--- config.mk ---
export PLATFORM = sky130hd
export DESIGN_NAME = tcc_channel
export DESIGN_NICKNAME = d
export VERILOG_FILES = /design/src/rtl/tcc_pkg.sv /design/src/rtl/tcc_pin_edge.sv /design/src/rtl/tcc_byte_lock.sv /design/src/rtl/tcc_out_ctl.sv /design/src/rtl/tcc_channel.sv
export SDC_FILE = /design/constraint.sdc
export NUM_CORES = 1
export LEC_CHECK = 0
export ABC_AREA = 1
export BUFFER_PORTS_ARGS = -buffer_cell sky130_fd_sc_hd__buf_2
export CORE_MARGIN = 2
export CORE_UTILIZATION = 45
export DETAILED_ROUTE_END_ITERATION = 10
export GPL_TIMING_DRIVEN = 0
export PLACE_DENSITY = 0.68
export SETUP_SLACK_MARGIN = 0.1
export SYNTH_ARGS = -nofsm -noshare
export SYNTH_HDL_FRONTEND = slang
export SYNTH_SLANG_ARGS = --single-unit
--- constraint.sdc ---
create_clock -name clk -period 2.1 [get_ports clk]
set_input_delay 0.42 -clock clk [delete_from_list [all_inputs] [get_ports clk]]
set_output_delay 0.42 -clock clk [all_outputs]
set_load 0.02 [all_outputs]
--- src/rtl/tcc_pkg.sv ---
package tcc_pkg;
   // register addresses
   localparam int unsigned REG_CTRL = 0;
   localparam int unsigned REG_HI   = 1;
   localparam int unsigned REG_LO   = 2;

   // control bit positions
   localparam int unsigned CB_TOV  = 4;
   localparam int unsigned CB_MAX  = 5;
   localparam int unsigned CB_FLAG = 7;

   typedef enum logic [1:0] {
      MODE_CAPTURE = 2'b00,
      MODE_TOGGLE  = 2'b01,
      MODE_CLEAR   = 2'b10,
      MODE_SET     = 2'b11
   } mode_e;
endpackage

--- src/rtl/tcc_pin_edge.sv ---
module tcc_pin_edge #(
   parameter int unsigned SYNC_STAGES = 2
) (
   input  logic clk,
   input  logic rst_n,
   input  logic pin_i,
   output logic rise_o,
   output logic fall_o
);
   logic pin_s;
   logic pin_prev;

   generate
      if (SYNC_STAGES == 0) begin : g_nosync
         assign pin_s = pin_i;
      end else begin : g_sync
         logic [SYNC_STAGES-1:0] chain;
         always_ff @(posedge clk or negedge rst_n) begin
            if (!rst_n) chain <= '0;
            else if (SYNC_STAGES == 1) chain <= pin_i;
            else chain <= {chain[SYNC_STAGES-2:0], pin_i};
         end
         assign pin_s = chain[SYNC_STAGES-1];
      end
   endgenerate

   always_ff @(posedge clk or negedge rst_n) begin
      if (!rst_n) pin_prev <= 1'b0;
      else        pin_prev <= pin_s;
   end

   assign rise_o = pin_s & ~pin_prev;
   assign fall_o = ~pin_s & pin_prev;
endmodule

--- src/rtl/tcc_byte_lock.sv ---
module tcc_byte_lock (
   input  logic clk,
   input  logic rst_n,
   input  logic set_i,
   input  logic clr_i,
   output logic held_o,
   output logic block_o
);
   always_ff @(posedge clk or negedge rst_n) begin
      if (!rst_n)     held_o <= 1'b0;
      else if (set_i) held_o <= 1'b1;
      else if (clr_i) held_o <= 1'b0;
   end

   // a lock request blocks in the same cycle it arrives
   assign block_o = held_o | set_i;
endmodule

--- src/rtl/tcc_out_ctl.sv ---
module tcc_out_ctl import tcc_pkg::*; (
   input  logic  clk,
   input  logic  rst_n,
   input  logic  cmp_en_i,
   input  mode_e act_i,
   input  logic  tov_i,
   input  logic  ovf_i,
   input  logic  match_i,
   input  logic  max_req_i,
   output logic  max_act_o,
   output logic  pin_o
);
   always_ff @(posedge clk or negedge rst_n) begin
      if (!rst_n) begin
         pin_o     <= 1'b0;
         max_act_o <= 1'b0;
      end else begin
         if (ovf_i) max_act_o <= max_req_i;
         if (cmp_en_i) begin
            if (tov_i && max_act_o)  pin_o <= 1'b1;
            else if (tov_i && ovf_i) pin_o <= ~pin_o;
            else if (match_i) begin
               unique case (act_i)
                  MODE_TOGGLE: pin_o <= ~pin_o;
                  MODE_CLEAR:  pin_o <= 1'b0;
                  MODE_SET:    pin_o <= 1'b1;
                  default:     pin_o <= pin_o;
               endcase
            end
         end
      end
   end
endmodule

--- src/rtl/tcc_channel.sv ---
module tcc_channel import tcc_pkg::*; #(
   parameter int unsigned CNT_W       = 16,
   parameter int unsigned BUS_W       = 8,
   parameter int unsigned ADDR_W      = 2,
   parameter int unsigned SYNC_STAGES = 2
) (
   input  logic              clk,
   input  logic              rst_n,
   input  logic [CNT_W-1:0]  cnt_val,
   input  logic              cnt_ovf,
   input  logic              pin_in,
   output logic              pin_out,
   input  logic              bus_sel,
   input  logic              bus_wr,
   input  logic [ADDR_W-1:0] bus_addr,
   input  logic [BUS_W-1:0]  bus_wdata,
   output logic [BUS_W-1:0]  bus_rdata,
   output logic              chan_flag
);
   localparam int unsigned HI_LSB = CNT_W - BUS_W;

   generate
      if (CNT_W != 2 * BUS_W) begin : g_bad_width
         $error("tcc_channel: CNT_W must be twice BUS_W");
      end
      if (BUS_W < 8) begin : g_bad_bus
         $error("tcc_channel: BUS_W must hold the 8 control bits");
      end
      if (ADDR_W < 2) begin : g_bad_addr
         $error("tcc_channel: ADDR_W must reach three registers");
      end
   endgenerate

   // register state
   mode_e            mode_q;
   logic [1:0]       edge_q;
   logic             tov_q;
   logic             max_req_q;
   logic             flag_q;
   logic             seen_q;
   logic [CNT_W-1:0] ch_q;

   // bus decode
   logic rd_acc, wr_acc, sel_ctrl, sel_hi, sel_lo;
   assign rd_acc   = bus_sel & ~bus_wr;
   assign wr_acc   = bus_sel & bus_wr;
   assign sel_ctrl = (bus_addr == ADDR_W'(REG_CTRL));
   assign sel_hi   = (bus_addr == ADDR_W'(REG_HI));
   assign sel_lo   = (bus_addr == ADDR_W'(REG_LO));

   logic cmp_en;
   assign cmp_en = (mode_q != MODE_CAPTURE);

   // coherency locks
   logic rd_held, rd_block, wr_held, wr_block;

   tcc_byte_lock u_rd_lock (
      .clk     (clk),
      .rst_n   (rst_n),
      .set_i   (rd_acc & sel_hi & ~cmp_en),
      .clr_i   (rd_acc & sel_lo),
      .held_o  (rd_held),
      .block_o (rd_block)
   );

   tcc_byte_lock u_wr_lock (
      .clk     (clk),
      .rst_n   (rst_n),
      .set_i   (wr_acc & sel_hi & cmp_en),
      .clr_i   (wr_acc & sel_lo),
      .held_o  (wr_held),
      .block_o (wr_block)
   );

   // capture path
   logic rise, fall, cap_evt, match_evt;

   tcc_pin_edge #(.SYNC_STAGES(SYNC_STAGES)) u_edge (
      .clk    (clk),
      .rst_n  (rst_n),
      .pin_i  (pin_in),
      .rise_o (rise),
      .fall_o (fall)
   );

   assign cap_evt   = ~cmp_en & ~rd_block & ((edge_q[0] & rise) | (edge_q[1] & fall));
   assign match_evt = cmp_en & ~wr_block & (cnt_val == ch_q);

   // output control
   logic max_act;

   tcc_out_ctl u_out (
      .clk       (clk),
      .rst_n     (rst_n),
      .cmp_en_i  (cmp_en),
      .act_i     (mode_q),
      .tov_i     (tov_q),
      .ovf_i     (cnt_ovf),
      .match_i   (match_evt),
      .max_req_i (max_req_q),
      .max_act_o (max_act),
      .pin_o     (pin_out)
   );

   // control register and flag
   logic flag_clr;
   assign flag_clr = wr_acc & sel_ctrl & ~bus_wdata[CB_FLAG] & seen_q;

   always_ff @(posedge clk or negedge rst_n) begin
      if (!rst_n) begin
         mode_q    <= MODE_CAPTURE;
         edge_q    <= 2'b00;
         tov_q     <= 1'b0;
         max_req_q <= 1'b0;
         flag_q    <= 1'b0;
         seen_q    <= 1'b0;
      end else begin
         if (wr_acc && sel_ctrl) begin
            mode_q    <= mode_e'(bus_wdata[1:0]);
            edge_q    <= bus_wdata[3:2];
            tov_q     <= bus_wdata[CB_TOV];
            max_req_q <= bus_wdata[CB_MAX];
         end
         if (cap_evt || match_evt) flag_q <= 1'b1;
         else if (flag_clr)        flag_q <= 1'b0;
         if (flag_clr)                        seen_q <= 1'b0;
         else if (rd_acc && sel_ctrl && flag_q) seen_q <= 1'b1;
      end
   end

   // data register: no reset value
   always_ff @(posedge clk) begin
      if (cap_evt) ch_q <= cnt_val;
      else if (wr_acc && sel_hi) ch_q[CNT_W-1:HI_LSB] <= bus_wdata;
      else if (wr_acc && sel_lo) ch_q[BUS_W-1:0]      <= bus_wdata;
   end

   // read mux
   always_comb begin
      bus_rdata = '0;
      if (sel_ctrl) begin
         bus_rdata[1:0]     = mode_q;
         bus_rdata[3:2]     = edge_q;
         bus_rdata[CB_TOV]  = tov_q;
         bus_rdata[CB_MAX]  = max_req_q;
         bus_rdata[CB_FLAG] = flag_q;
      end else if (sel_hi) begin
         bus_rdata = ch_q[CNT_W-1:HI_LSB];
      end else if (sel_lo) begin
         bus_rdata = ch_q[BUS_W-1:0];
      end
   end

   assign chan_flag = flag_q;
endmodule

# [Yosys cells after proc, flatten, opt, wreduce, memory -nomap -nowiden]
# Index checks and enable logic that the tools add are counted.
[totals] regBits=31 output_inout_bits=10 input_bits=32 word_cells=92
[classes] muxes=21 eq_ne=7 bitwise_logic=30 n_reduce_logical=20
[ops] operator="$mux 8" count=5
[ops] operator="$and 1x1->1" count=19
[ops] operator="$eq 16x16->1" count=1
[ops] operator="$mux 16" count=1
[ops] operator="$reduce_bool 2->1" count=7
[ops] operator="$mux 1" count=13
[ops] operator="$not 1->1" count=8
[ops] operator="$logic_and 1x1->1" count=7
[ops] operator="$eq 2x2->1 const B" count=3
[ops] operator="$mux 6" count=1
[ops] operator="$reduce_bool 5->1" count=1
[ops] operator="$eq 2x1->1 const B" count=2
[ops] operator="$or 1x1->1" count=3
[ops] operator="$pmux 1 s3" count=1
[ops] operator="$reduce_and 3->1" count=1
[ops] operator="$reduce_bool 3->1" count=1
[ops] operator="$logic_not 2->1" count=1
[ops] operator="$ne 2x2->1 const B" count=1
[ops] operator="$reduce_and 2->1" count=1
[ops] operator="$logic_or 1x1->1" count=1

# [Depth between registers and ports, before layout]
[logic_depth] depth_word=10 depth_mapped=11 ltp_nobuf=11

# [Cells and area by module]
# From an unflattened synthesis, not the netlist that was laid out.
[unflattened] cells_unflattened=247 hier_area_um2=1959.4
[modules_own_cells] module="tcc_channel" area_each_um2=1641.6 instances=1 seq_area_each_um2=680.7 cells_per_inst=211
[modules_own_cells] module="tcc_out_ctl" area_each_um2=135.1 instances=1 seq_area_each_um2=50.0 cells_per_inst=21
[modules_own_cells] module="tcc_byte_lock" area_each_um2=46.3 instances=2 seq_area_each_um2=25.0 cells_per_inst=4
[modules_own_cells] module="tcc_pin_edge" area_each_um2=90.1 instances=1 seq_area_each_um2=75.1 cells_per_inst=7

# [Worst setup path before layout]
# OpenSTA, ideal clock, no wires.
[synth_path] path_kind="register -> register" start="register mode_q[1]" end="register ch_q[0] (enable)" arrival_time_ns=1.532 setup_slack_ns=0.195 path_buffers=1 required_time_ns=1.726 period_less_slack_ns=1.905 setup_ns=0.374 stages_incl_launch_ff=8 cell_sequence="dfrtp_1 > inv_1 > ha_1 > inv_2 > nor3_4 > nand3_4 > buf_8 > o21ai_1"
[synth_via] elab_chain_len=9 word_cells_on_any_way=10 cone_classes="1 x eq/ne; 6 x bitwise; 3 x reduce/logical"
[synth_lines] element="from (decl)" line_no="tcc_channel.sv:35" source="mode_e mode_q;"
[synth_lines] element="from (signal assigned)" line_no="tcc_channel.sv:119" source="mode_q <= mode_e'(bus_wdata[1:0]);"
[synth_lines] element="$reduce_bool 2->1 (*)" line_no="tcc_channel.sv:52" source="assign cmp_en = (mode_q != MODE_CAPTURE);"
[synth_lines] element="$not 1->1 (*)" line_no="tcc_channel.sv:60, tcc_channel.sv:86"
[synth_lines] element="$and 1x1->1" line_no="tcc_channel.sv:60" source=".set_i (rd_acc & sel_hi & ~cmp_en),"
[synth_lines] element="$or 1x1->1" line_no="tcc_byte_lock.sv:16" source="assign block_o = held_o | set_i;"
[synth_lines] element="$not 1->1" line_no="tcc_channel.sv:86" source="assign cap_evt = ~cmp_en & ~rd_block & ((edge_q[0] & rise) | (edge_q[1] & fall));"
[synth_lines] element="$and 1x1->1 (*) (2 in series)" line_no="tcc_channel.sv:86"
[synth_lines] element="$ne 2x2->1 (no source line) / $reduce_bool 2->1 (equally long branches)"
[synth_lines] element="$reduce_and 2->1 (no source line) (*)"
[synth_lines] element="to (signal assigned)" line_no="tcc_channel.sv:133" source="if (cap_evt) ch_q <= cnt_val;"
[synth_lines] element="to (signal, indexed assignment)" line_no="tcc_channel.sv:134" source="else if (wr_acc && sel_hi) ch_q[CNT_W-1:HI_LSB] <= bus_wdata;"
[synth_lines] element="to (signal, indexed assignment)" line_no="tcc_channel.sv:135" source="else if (wr_acc && sel_lo) ch_q[BUS_W-1:0] <= bus_wdata;"
[synth_lines] element="to (decl)" line_no="tcc_channel.sv:41" source="logic [CNT_W-1:0] ch_q;"
# Mark *: on every way between the ends. The rest lies on a longest branch, timed or not.
# A chain may end at the register's enable or synchronous reset.

# [Worst setup path in the final report]
[layout_path] start="register mode_q[1]" end="register ch_q[2] (enable)"
# The elaborated chain is that of the path after synthesis.

==> impl_results.md <==
- Status: finished, final reports clean
- CTS max path bufs: 2
- TritonCTS Sinks: 31
- DR iter-0 viols: 92
- Vias: 1565
- Worst r2r dst: ch_q[2]
- Detailed Place HPWL: 3.35 mm
- P per Cell Area: 782 mW/mm^2
- Final non-filler cell total: 319
- DRC viols: 0
- Switch Pwr: 0.543 mW
- Leak: 1.13 nW
- Commonest non-fill, non-tap cell in the layout: nand2_1
- Per-cell routed wire length: 13.4 um
- Max_cap viols: 0
- Aggregate routed wire length: 4.27 mm
- Synthesized net count: 251
- Slew headroom: 76.7%
- Slew at the pin closest to its max-slew limit: 0.349 ns
- Final Hold Viols: 0
- Hold_ws: 0.0302 ns
- First-pass iteration count of the detailed router: 4
- CTS clk-pin slew, worst paths: 0.07 ns
- Crit path launch type: register
- Cells after DPL: 308
- Setup violators final: 0
- Worst Setup SP: mode_q[1]
- Core area: 0.00397 mm^2
- Worst reg2reg path depth: 7
- Clock share of power: 31.6%
- Detail Route Antenna Nets: 0
- Vias/cell: 4.91
- RSZ-0062 raised after global routing: no
- CTS tree: yes
- Fin Clk Skew: 0.00450 ns
- Fin. max-slew vios: 0
- CP Class: reg2reg
- Most frequent cells in the layout: nand2_1, buf_2, inv_1, edfxtp_1, dfrtp_1
- VDD IR max: 0.351 mV
- Sequential share of power: 44.0%
- Antenna Cells: 0
- Area of the mapped netlist: 0.00185 mm^2
- Post-synthesis sequential area ratio: 46.2%
- Number of antenna violations at the first check in global routing: 0
- Gr ovfl total: 0
- Arr. time, crit path: 1.85 ns
- Switch share: 30.4%
- Synth Area per Inst: 8.54 um^2
- CP max FO: 10
- Fin nets: 302
- Internal: 1.24 mW
- Ports: 42
- Num CTS Buffers: 5
- Final worst-path cycle share: 90.2%
- Row count: 23
- Synthesized flop and latch total: 31
- CP endpoint: ch_q[2]
- Setup ws final: 0.205 ns
- Layout area overhead: 23.1%
- Logic gate share of total power: 24.4%
- Setup WS pre-CTS: -0.189 ns
- Worst skew pair latency: 0.28 ns
- Hold crit path type: in2async
- CTS root buffer: clkbuf_8
- Largest net degree at the start of global routing: 16
- Synth unique cells: 31
- R2R Path Start: mode_q[1]
- Hold_buf cts: 0
- Reg2reg setup slack: 0.21 ns
- GP Congestion: 0.895
- Synth Instances: 217
- Register Area: 856 um^2
- Crit. End Element: register
- Required time worst endpoint: 2.05 ns
- Htree depth: 2
- Crit path time final: 1.89 ns
- Vias in the first global route: 1511
- Fillcell total: 383
- Maximum clock frequency: 528 MHz
- Die X-Extent: 68.2 um
- Die Ht: 68.2 um
- Port Buffers: 41
- Starting density of the core: 46.7%
- Die ar.: 0.00465 mm^2
- Total GRT Usage: 21.3%
- Area of the multi-input gates: 830 um^2
- Layout Utilization: 57.4%
- Layout cells sized above 1: 32.7%
- First-pass GRT wire length: 6.95 mm
- Warnings from Yosys: 0
==> power groups by stage <==
stage          clock network [mW]  registers (mW)  logic (mW)
3_3_place_gp                    0           0.796       0.420
6_report                    0.563           0.785       0.436
4_1_cts                     0.573           0.784       0.429
3_5_place_dp                    0           0.797       0.426
5_1_grt                     0.600           0.797       0.486
2_1_floorplan                   0           0.810       0.265
==> through the flow <==
stage               setup TNS, ns  power [mW]  area (um^2)
finish                          0        1.78         2280
global route                    0        1.88         2280
CTS                             0        1.79         2240
detailed placement          -2.90        1.22         2120
global placement            -2.74        1.22         2120
floorplan                       0        1.08         1850
==> Yosys cell counts, drive strengths merged <==
master / number / area, um^2
o221ai: 5 / 43.8
mux2: 4 / 45.0
dfrtp: 15 / 375
xnor2: 4 / 35.0
nor2: 17 / 81.3
nand4: 2 / 12.5
a21oi: 6 / 30.0
nand3b: 1 / 7.51
o21ai: 23 / 160
inv: 42 / 158
or2: 1 / 6.26
o211ai: 2 / 20.0
edfxtp: 16 / 480
nand2: 62 / 243
o22ai: 1 / 6.26
buf: 2 / 35.0
ha: 2 / 25.0
nor3: 3 / 26.3
nand3: 9 / 62.6
==> sequential cells by signal, summed over array words and instances (netlist names) <==
signal,flops
u_out.max_act_o,1
u_rd_lock.held_o,1
chan_flag,1
u_edge.pin_prev,1
mode_q,2
u_out.pin_o,1
tov_q,1
ch_q,16
u_wr_lock.held_o,1
seen_q,1
u_edge.g_sync.chain,2
max_req_q,1
edge_q,2
==> final cells by class <==
| cell class | instances | share of cell area [%] |
|---|---|---|
| repair buffers | 44 | 9.98 |
| well taps | 50 | 2.74 |
| flip-flops and latches | 31 | 37.5 |
| multi-input cells | 142 | 36.4 |
| clock inverters | 1 | 0.219 |
| clock buffers | 7 | 4.72 |
| plain buffers | 2 | 1.54 |
| inverters | 42 | 6.91 |
==> timing repair <==
action,CTS,global route
setup buffers,0,3
cloned,0,0
endpoints found under the setup margin,16,16
resized for setup,2,3
pin swaps,0,1
==> routing by layer <==
| layer | vias to the layer above | wire [um] | GRT usage [%] |
|---|---|---|---|
| li1 | 808 | - | - |
| met1 | 714 | 2030 | 28.0 |
| met2 | 36 | 1970 | 33.9 |
| met3 | 7 | 191 | 5.59 |
| met4 | 0 | 86 | 7.75 |
| met5 | - | 0 | 0 |
==> how the worst min path moves through the flow <==
| stage | end | slack [ns] | cells after the start | startpoint |
|---|---|---|---|---|
| after floorplan | chan_flag | 0.12 | 0 | rst_n |
| after global placement | u_edge.g_sync.chain[1] | 0.33 | 0 | u_edge.g_sync.chain[0] |
| after detailed placement | u_edge.g_sync.chain[1] | 0.34 | 0 | u_edge.g_sync.chain[0] |
| after CTS | u_wr_lock.held_o | 0.04 | 1 | rst_n |
| after global routing | u_wr_lock.held_o | 0.05 | 1 | rst_n |
| final | u_edge.g_sync.chain[1] | 0.03 | 1 | rst_n |
==> cells by family (layout without fill, tap and decap cells) <==
group                      Yosys count  count (layout)  share of synthesized area (%)
DFF                                 31              31                           46.2
buffers and inverters               44              96                           10.4
xor gates and xnor gates             4               4                           1.89
AOI/OAI and AO/OA                   37              37                           14.0
and+or+nand+nor                     95              95                           23.7
muxes                                4               4                           2.43
adders and majority gates            2               2                           1.35
==> critical path: stages, from the launching register on <==
cell and delay, ns:
dfrtp_1 0.41, inv_1 0.12, ha_2 0.24, inv_2 0.09, nor3_4 0.20, nand3_4 0.16
buf_8 0.20, o21ai_4 0.14
Power figures use the tool's default switching activity.
